**src/rtl/alu8w_pkg.sv**
```systemverilog
package alu8w_pkg;
  localparam int LANE_W  = 8;
  localparam int LANES   = 2;
  localparam int WORD_W  = LANE_W * LANES;
  localparam int NIB_W   = LANE_W / 2;
  localparam int OP_W    = 3;

  typedef enum logic [OP_W-1:0] {
    OP_AND  = 3'd0,
    OP_OR   = 3'd1,
    OP_XOR  = 3'd2,
    OP_ADDW = 3'd3,
    OP_SUBW = 3'd4
  } op_e;

  typedef struct packed {
    logic s;
    logic z;
    logic y;
    logic h;
    logic x;
    logic pv;
    logic n;
    logic c;
  } flags_t;

  typedef struct packed {
    logic              cout;
    logic              half;
    logic              ovf;
    logic [LANE_W-1:0] sum;
  } lane_t;

  function automatic lane_t lane_calc(input logic [LANE_W-1:0] a,
                                      input logic [LANE_W-1:0] b,
                                      input logic cin, input logic sub);
    lane_t o;
    logic [LANE_W:0] t;
    logic [NIB_W:0]  lo;
    if (sub) begin
      t  = {1'b0, a} - {1'b0, b} - {{LANE_W{1'b0}}, cin};
      lo = {1'b0, a[NIB_W-1:0]} - {1'b0, b[NIB_W-1:0]} - {{NIB_W{1'b0}}, cin};
      o.ovf = (a[LANE_W-1] != b[LANE_W-1]) && (t[LANE_W-1] != a[LANE_W-1]);
    end else begin
      t  = {1'b0, a} + {1'b0, b} + {{LANE_W{1'b0}}, cin};
      lo = {1'b0, a[NIB_W-1:0]} + {1'b0, b[NIB_W-1:0]} + {{NIB_W{1'b0}}, cin};
      o.ovf = (a[LANE_W-1] == b[LANE_W-1]) && (t[LANE_W-1] != a[LANE_W-1]);
    end
    o.cout = t[LANE_W];
    o.half = lo[NIB_W];
    o.sum  = t[LANE_W-1:0];
    return o;
  endfunction

  function automatic flags_t logic_flags(input logic [LANE_W-1:0] r, input logic h_val);
    flags_t f;
    f.s  = r[LANE_W-1];
    f.z  = (r == '0);
    f.y  = r[5];
    f.h  = h_val;
    f.x  = r[3];
    f.pv = ~^r;
    f.n  = 1'b0;
    f.c  = 1'b0;
    return f;
  endfunction
endpackage

```
**src/rtl/alu8w_logic.sv**
```systemverilog
module alu8w_logic
  import alu8w_pkg::*;
(
  input  logic [OP_W-1:0]   op,
  input  logic [LANE_W-1:0] acc,
  input  logic [LANE_W-1:0] val,
  output logic [LANE_W-1:0] res,
  output flags_t            flg
);
  logic is_and;

  always_comb begin
    is_and = 1'b0;
    unique case (op)
      OP_AND:  begin res = acc & val; is_and = 1'b1; end
      OP_OR:   res = acc | val;
      default: res = acc ^ val;
    endcase
    flg = logic_flags(res, is_and);
  end
endmodule

```
**src/rtl/alu8w_word.sv**
```systemverilog
module alu8w_word
  import alu8w_pkg::*;
(
  input  logic [WORD_W-1:0] a,
  input  logic [WORD_W-1:0] b,
  input  logic              cin,
  input  logic              sub,
  output logic [WORD_W-1:0] res,
  output flags_t            flg
);
  logic  [LANES:0] chain;
  lane_t           lane [LANES];

  assign chain[0] = cin;

  for (genvar g = 0; g < LANES; g++) begin : g_lane
    assign lane[g]        = lane_calc(a[g*LANE_W +: LANE_W], b[g*LANE_W +: LANE_W],
                                      chain[g], sub);
    assign chain[g+1]     = lane[g].cout;
    assign res[g*LANE_W +: LANE_W] = lane[g].sum;
  end

  always_comb begin
    flg.s  = lane[LANES-1].sum[LANE_W-1];
    flg.z  = (res == '0);
    flg.y  = lane[LANES-1].sum[5];
    flg.h  = lane[LANES-1].half;
    flg.x  = lane[LANES-1].sum[3];
    flg.pv = lane[LANES-1].ovf;
    flg.n  = sub;
    flg.c  = chain[LANES];
  end
endmodule

```
**src/rtl/alu8w.sv**
```systemverilog
module alu8w
  import alu8w_pkg::*;
(
  input  logic              clk,
  input  logic              rst_n,
  input  logic              strobe,
  input  logic [2:0]        op_sel,
  input  logic [15:0]       opnd_a,
  input  logic [15:0]       opnd_b,
  input  logic              carry_in,
  output logic [15:0]       result,
  output logic [7:0]        flags,
  output logic [15:0]       mem_ptr,
  output logic [7:0]        acc_out
);
  logic              upd_logic;
  logic              upd_word;
  logic [LANE_W-1:0] lg_res;
  flags_t            lg_flg;
  logic [WORD_W-1:0] wd_res;
  flags_t            wd_flg;

  assign upd_logic = strobe && (op_sel == OP_AND || op_sel == OP_OR || op_sel == OP_XOR);
  assign upd_word  = strobe && (op_sel == OP_ADDW || op_sel == OP_SUBW);

  alu8w_logic u_logic (
    .op  (op_sel),
    .acc (opnd_a[LANE_W-1:0]),
    .val (opnd_b[LANE_W-1:0]),
    .res (lg_res),
    .flg (lg_flg)
  );

  alu8w_word u_word (
    .a   (opnd_a),
    .b   (opnd_b),
    .cin (carry_in),
    .sub (op_sel == OP_SUBW),
    .res (wd_res),
    .flg (wd_flg)
  );

  always_ff @(posedge clk or negedge rst_n) begin
    if (!rst_n) begin
      result  <= '0;
      flags   <= '0;
      mem_ptr <= '0;
      acc_out <= '0;
    end else if (upd_logic) begin
      result  <= {{(WORD_W-LANE_W){1'b0}}, lg_res};
      flags   <= lg_flg;
      acc_out <= lg_res;
    end else if (upd_word) begin
      result  <= wd_res;
      flags   <= wd_flg;
      mem_ptr <= opnd_a + 16'd1;
    end
  end
endmodule

```
**config.mk**
```make
export PLATFORM = sky130hd
export DESIGN_NAME = alu8w
export DESIGN_NICKNAME = d
export VERILOG_FILES = /design/src/rtl/alu8w_pkg.sv /design/src/rtl/alu8w_logic.sv /design/src/rtl/alu8w_word.sv /design/src/rtl/alu8w.sv
export SDC_FILE = /design/constraint.sdc
export NUM_CORES = 1
export LEC_CHECK = 0
export ABC_AREA = 1
export ABC_CLOCK_PERIOD_IN_PS = 1300
export BUFFER_PORTS_ARGS = -buffer_cell sky130_fd_sc_hd__buf_2
export CORE_UTILIZATION = 50
export DETAILED_ROUTE_END_ITERATION = 8
export GPL_TIMING_DRIVEN = 0
export PLACE_DENSITY_LB_ADDON = 0.15
export SLEW_MARGIN = 40
export SYNTH_ARGS = -nofsm -noshare
export SYNTH_HDL_FRONTEND = slang
export SYNTH_HIERARCHICAL = 1
export SYNTH_SLANG_ARGS = --single-unit
export TNS_END_PERCENT = 20
```
**constraint.sdc**
```tcl
create_clock -name clk -period 1.3 [get_ports clk]
set_clock_uncertainty 0.2 [all_clocks]
set_input_delay 0.26 -clock clk [delete_from_list [all_inputs] [get_ports clk]]
set_output_delay 0.26 -clock clk [all_outputs]
set_load 0.005 [all_outputs]
```
# Yosys cells after proc, flatten, opt, wreduce, memory -nomap -nowiden
# Cells that the tools add are included.
[totals]
reg_bits = 48
in_bits = 39
out_inout_bits = 48
elab_cells = 52
[classes]
addsub = 13
n_eq_ne = 8
muxes = 10
bitwise_logic = 4
n_reduce_logical = 13
[op_table]
columns = ["op", "n"]
rows = [
  ["$mux W16", 2],
  ["$add A8 B8 Y9", 2],
  ["$add A9 B1 Y9", 2],
  ["$mux W9", 2],
  ["$sub A8 B8 Y9", 2],
  ["$sub A9 B1 Y9", 2],
  ["$add A16 B1 Y16 const B", 1],
  ["$logic_not A16 Y1", 1],
  ["$mux W8", 2],
  ["$pmux W8 S2", 1],
  ["$and A8 B8 Y8", 1],
  ["$logic_not A8 Y1", 1],
  ["$or A8 B8 Y8", 1],
  ["$reduce_xnor A8 Y1", 1],
  ["$xor A8 B8 Y8", 1],
  ["$eq A3 B2 Y1 const B", 2],
  ["$add A4 B4 Y5", 1],
  ["$add A5 B1 Y5", 1],
  ["$mux W5", 1],
  ["$sub A4 B4 Y5", 1],
  ["$sub A5 B1 Y5", 1],
  ["$logic_and A1 B1 Y1", 4],
  ["$eq A3 B1 Y1 const B", 1],
  ["$eq A3 B3 Y1 const B", 1],
  ["8 further kinds", 13],
]

# Depth between registers and ports, before layout
[logic_depth]
word_depth = 9
depth_mapped = 30
depth_no_buf = 30

# Modules after synthesis
# The synthesis kept the hierarchy.
[by_module_without_submodules]
columns = ["module", "instances", "cells_per_inst", "area_per_inst_um2", "seq_area_each_um2"]
rows = [
  ["alu8w", 1, 282, 2289.7, 1201.2],
  ["alu8w_word", 1, 361, 2055.7, 0.0],
  ["alu8w_logic", 1, 135, 764.5, 0.0],
]

# Worst setup path before layout
# No wires, ideal clock.
[synth_path]
path_type = "input -> register"
from = "input port opnd_b[0]"
to = "register flags[6]"
setup_ns = 0.087
t_arrival_ns = 3.588
required_ns = 1.013
slack_ns = -2.575
stages = 25
path_buffers = 0
path_cell_list = "inv_1 fa_1 fa_1 o21ai_0 nand2_1 nand4_1 o211ai_1 nand2_1 nand2_1 o21ai_0 inv_1 fa_1 inv_1 ha_1 o21ai_0 nand2_1 nand3_1 nand3_1 nand3_1 nand2_1 nor2_1 nand2_1 nor2_1 nand2_1 o211ai_1"
[synth_lines]
columns = ["item", "line_no", "text"]
rows = [
  ["start: declaration", "alu8w.sv:9", "input logic [15:0] opnd_b,"],
  ["end signal: assignment", "alu8w.sv:51", "flags <= lg_flg;"],
  ["end signal: assignment", "alu8w.sv:55", "flags <= wd_flg;"],
  ["end: declaration", "alu8w.sv:12", "output logic [7:0] flags,"],
]

==> metrics.md <==
| Metric | Value |
|---|---|
| Result of the run | `complete, but fails checks` |
| Violations in the final reports | `negative setup slack` |
| Crit. Startpoint | `opnd_a[0]` |
| Synth warnings | `6` |
| Die footprint | `10600 sq um` |
| Leak | `3.73 nW` |
| Cell at the slowest stage of the critical path | `sky130_fd_sc_hd__fa_2` |
| Utilization of the core after routing | `65.9%` |
| Number of max-cap violations | `0` |
| Proportion of register bits with asynchronous set or reset after synthesis | `100%` |
| Largest stage delay on the critical path | `540 ps` |
| Die H | `103 um` |
| Crit path to | `flags[6]$_DFFE_PN0P_` |
| Via/cell ratio | `5.09` |
| Share of Yosys cell area claimed by the top area cell type | `23.5%` |
| Effective utilization at floorplan | `52.0%` |
| Core Box Area | `9820 sq um` |
| Worst-margin pin slew | `593 ps` |
| Fraction of layout cells with a size suffix above 1 | `27.8%` |
| Worst slew margin relative to its limit | `60.5%` |
| Clock sink count | `48` |
| Post-synthesis cell count | `778` |
| Final Net Count | `1008` |
| WL final | `14200 um` |
| Clock transition time at the flip-flop clock pins of the worst setup and hold paths | `80 ps` |
| Average size of a mapped cell | `6.57 sq um` |
| Die width | `103 um` |
| Library cells used by synthesis | `32` |
| DRC | `0` |
| Power density over cell area | `925 nW/um^2` |
| Global placement routability congestion | `0.837` |
| Synthesized area | `5110 sq um` |
| Capturing point of the worst reg2reg path | `flags[5]$_DFFE_PN0P_` |
| Kind of critical path | `input port to register` |
| Number of setup violations in the final report | `37` |
| Count of flip-flops with a built-in enable after synthesis | `0` |
| Clock tree root buffer cell | `sky130_fd_sc_hd__clkbuf_8` |
| Placement-stage worst setup slack | `-3120 ps` |
| Deepest clock path buffer count | `2` |
| Synth Flop Type | `sky130_fd_sc_hd__dfrtp_1` |
| Maximum number of pins on one net before global-route repair | `49` |
| Top area cells in the synthesized netlist | `sky130_fd_sc_hd__dfrtp_1, sky130_fd_sc_hd__nand2_1, sky130_fd_sc_hd__ha_1` |
| Count of vias placed by the detailed router | `5249` |
| Number of I/O port buffers | `86` |
| Number of top-level pins | `87` |
| Post-synthesis cell type with the largest combined area | `sky130_fd_sc_hd__dfrtp_1` |
| Antenna Diode Count | `0` |
| Count of buffer and inverter cells on the critical path | `4` |
| First DRT Iteration DRCs | `224` |
| Number of gates on the worst path with buffers counted | `30` |
| Type of the worst min-delay path | `input port to register` |
| Maximum resistive drop on vdd | `0.662 mV` |
| Critical Path RT | `1320 ps` |
| GRT overflow | `0` |
| Source-to-sink clock delay at the later pin of the worst-skew pair | `310 ps` |
| Cell type group with the largest total delay on the critical path | `adder cells` |
| Part of the Yosys area used for sequential elements | `23.5%` |
| Final Worst Setup Slack | `-2600 ps` |
| Synth Register Bits | `48` |
| Antenna-violating nets left | `0` |
| Final instance area | `6470 sq um` |
| Pins over their slew limit | `0` |
| Signal arrival time at the worst endpoint | `3920 ps` |
| Instance area after placement | `5750 sq um` |
| Critical path fanouts, max | `3` |
| Most used cell, CP | `sky130_fd_sc_hd__nand2_2` |
| Reg2reg setup slack | `420 ps` |
| Setup crit start kind | `input port` |
| Final worst path period share | `300%` |
| Router iterations before antenna repair | `5` |
| Number of global-route vias before repair | `4671` |
| Final Hold Vio Count | `0` |
| Number of standard-cell rows in the floorplan | `36` |
| Commonest cells in the netlist | `sky130_fd_sc_hd__nand2_1, sky130_fd_sc_hd__inv_1, sky130_fd_sc_hd__nand3_1` |
| Max Freq | `257 MHz` |
| Setup repair after global routing missed its margin | `true` |
| Number of H-tree branching levels | `2` |
| Endpoint type of the worst setup path | `register` |
| Most used standard cell by instance count after synthesis | `sky130_fd_sc_hd__nand2_1` |
| Clock tree from TritonCTS | `yes` |
| Worst Reg2Reg Path Length in Cells | `2` |
| Layout area overhead | `26.6%` |
| GRT Total Usage | `26.4%` |
| Reg-to-reg critical path startpoint | `flags[5]$_DFFE_PN0P_` |
| Number of buffers created by CTS | `5` |
| First-pass GRT wire length | `21500 um` |
| Wire length per cell after detailed routing | `13.7 um` |
| Final Instance Count excl. Fillers | `1032` |
| Placed Cells incl. Taps | `998` |
| Number of antenna violations at the first check in global routing | `0` |
| Shortest clock period the worst path allows after layout | `3900 ps` |
| Post-detailed-placement half-perimeter wirelength | `11000 um` |
==> worst min path at each step <==
stage,depth (start not counted),to,slack [ps],start
finish,3,mem_ptr[0]$_DFFE_PN0P_,100,opnd_a[0]
global route,3,mem_ptr[0]$_DFFE_PN0P_,100,opnd_a[0]
CTS,3,mem_ptr[0]$_DFFE_PN0P_,90,opnd_a[0]
detailed placement,1,acc_out[3]$_DFFE_PN0P_,100,rst_n
global placement,2,mem_ptr[12]$_DFFE_PN0P_,260,mem_ptr[12]$_DFFE_PN0P_
floorplan,0,acc_out[0]$_DFFE_PN0P_,-240,rst_n
==> tightest hold or removal path, delay by kind of cell <==
kind | cells | cell delay [ps]
buffers and inverters | 2 | 230
AO/OA/AOI/OAI | 1 | 80
==> cells by family after synthesis <==
kind of cell,synth area share (%)
simple gates,31.9
buf+inv,15.2
compound gates,9.18
fa+ha+maj,18.6
flops,23.5
xor+xnor,1.54
other cells,0.0734
==> flip-flops by register name, summed over array words and instances, names as in the netlist <==
register and count:
result 16, acc_out 8, flags 8, mem_ptr 16
==> placed cells by master, fill, tap and decap left out, types with 8 or more instances in the layout <==
master	netlist	routed
sky130_fd_sc_hd__a21oi_1	17	13
sky130_fd_sc_hd__buf_2	10	81
sky130_fd_sc_hd__buf_4	12	39
sky130_fd_sc_hd__buf_6	2	10
sky130_fd_sc_hd__dfrtp_1	48	48
sky130_fd_sc_hd__ha_1	63	56
sky130_fd_sc_hd__inv_1	159	145
sky130_fd_sc_hd__inv_2	4	18
sky130_fd_sc_hd__nand2_1	231	195
sky130_fd_sc_hd__nand2_2	1	36
sky130_fd_sc_hd__nand3_1	90	81
sky130_fd_sc_hd__nand3_2	2	11
sky130_fd_sc_hd__nor2_1	40	36
sky130_fd_sc_hd__o211ai_1	18	18
sky130_fd_sc_hd__o21ai_0	19	11
sky130_fd_sc_hd__o21ai_1	16	14
sky130_fd_sc_hd__o21ai_2	0	8
==> cell type report <==
cell class | count | area, sq um
multi-input combinational | 543 | 3470
fill | 904 | 3350
sequential | 48 | 1200
timing repair buffer | 112 | 711
inverter | 163 | 612
buffer | 25 | 185
tap | 133 | 166
clock buffer | 6 | 82.6
clock inverter | 2 | 38.8
==> metrics by stage <==
step / hold WS [ps] / TNS [ps] / power, mW
6_report: 104 / -37150 / 5.99
5_1_grt: 103 / -42370 / 6.43
4_1_cts: 87.5 / -37210 / 5.75
3_5_place_dp: 101 / -58970 / 4.37
3_3_place_gp: 259 / -59130 / 4.28
2_1_floorplan: -236 / -35700 / 3.49
==> report_power, final <==
part           leakage [nW]  internal (mW)  switching (mW)
clock                0.0614          0.629           0.510
sequential            0.599           1.77           0.150
combinational          3.07           1.27            1.66
==> what timing repair did <==
item / 4_1_cts / 5_1_grt
resized for setup: 77 / 42
pin swaps: 31 / 42
hold buffers: 1 / 0
setup endpoints to repair: 57 / 89
hold endpoints to repair: 48 / 0
setup buffers: 9 / 16
==> layer usage <==
metal | GRT usage [%] | vias up | part of all wire, %
li1 | - | 2652 | -
met1 | 34.6 | 2415 | 44
met2 | 45.8 | 159 | 49
met3 | 1.83 | 23 | 4.5
met4 | 9.43 | 0 | 2.3
met5 | 0 | - | 0
Note: power is estimated with default switching activity, not from simulation.
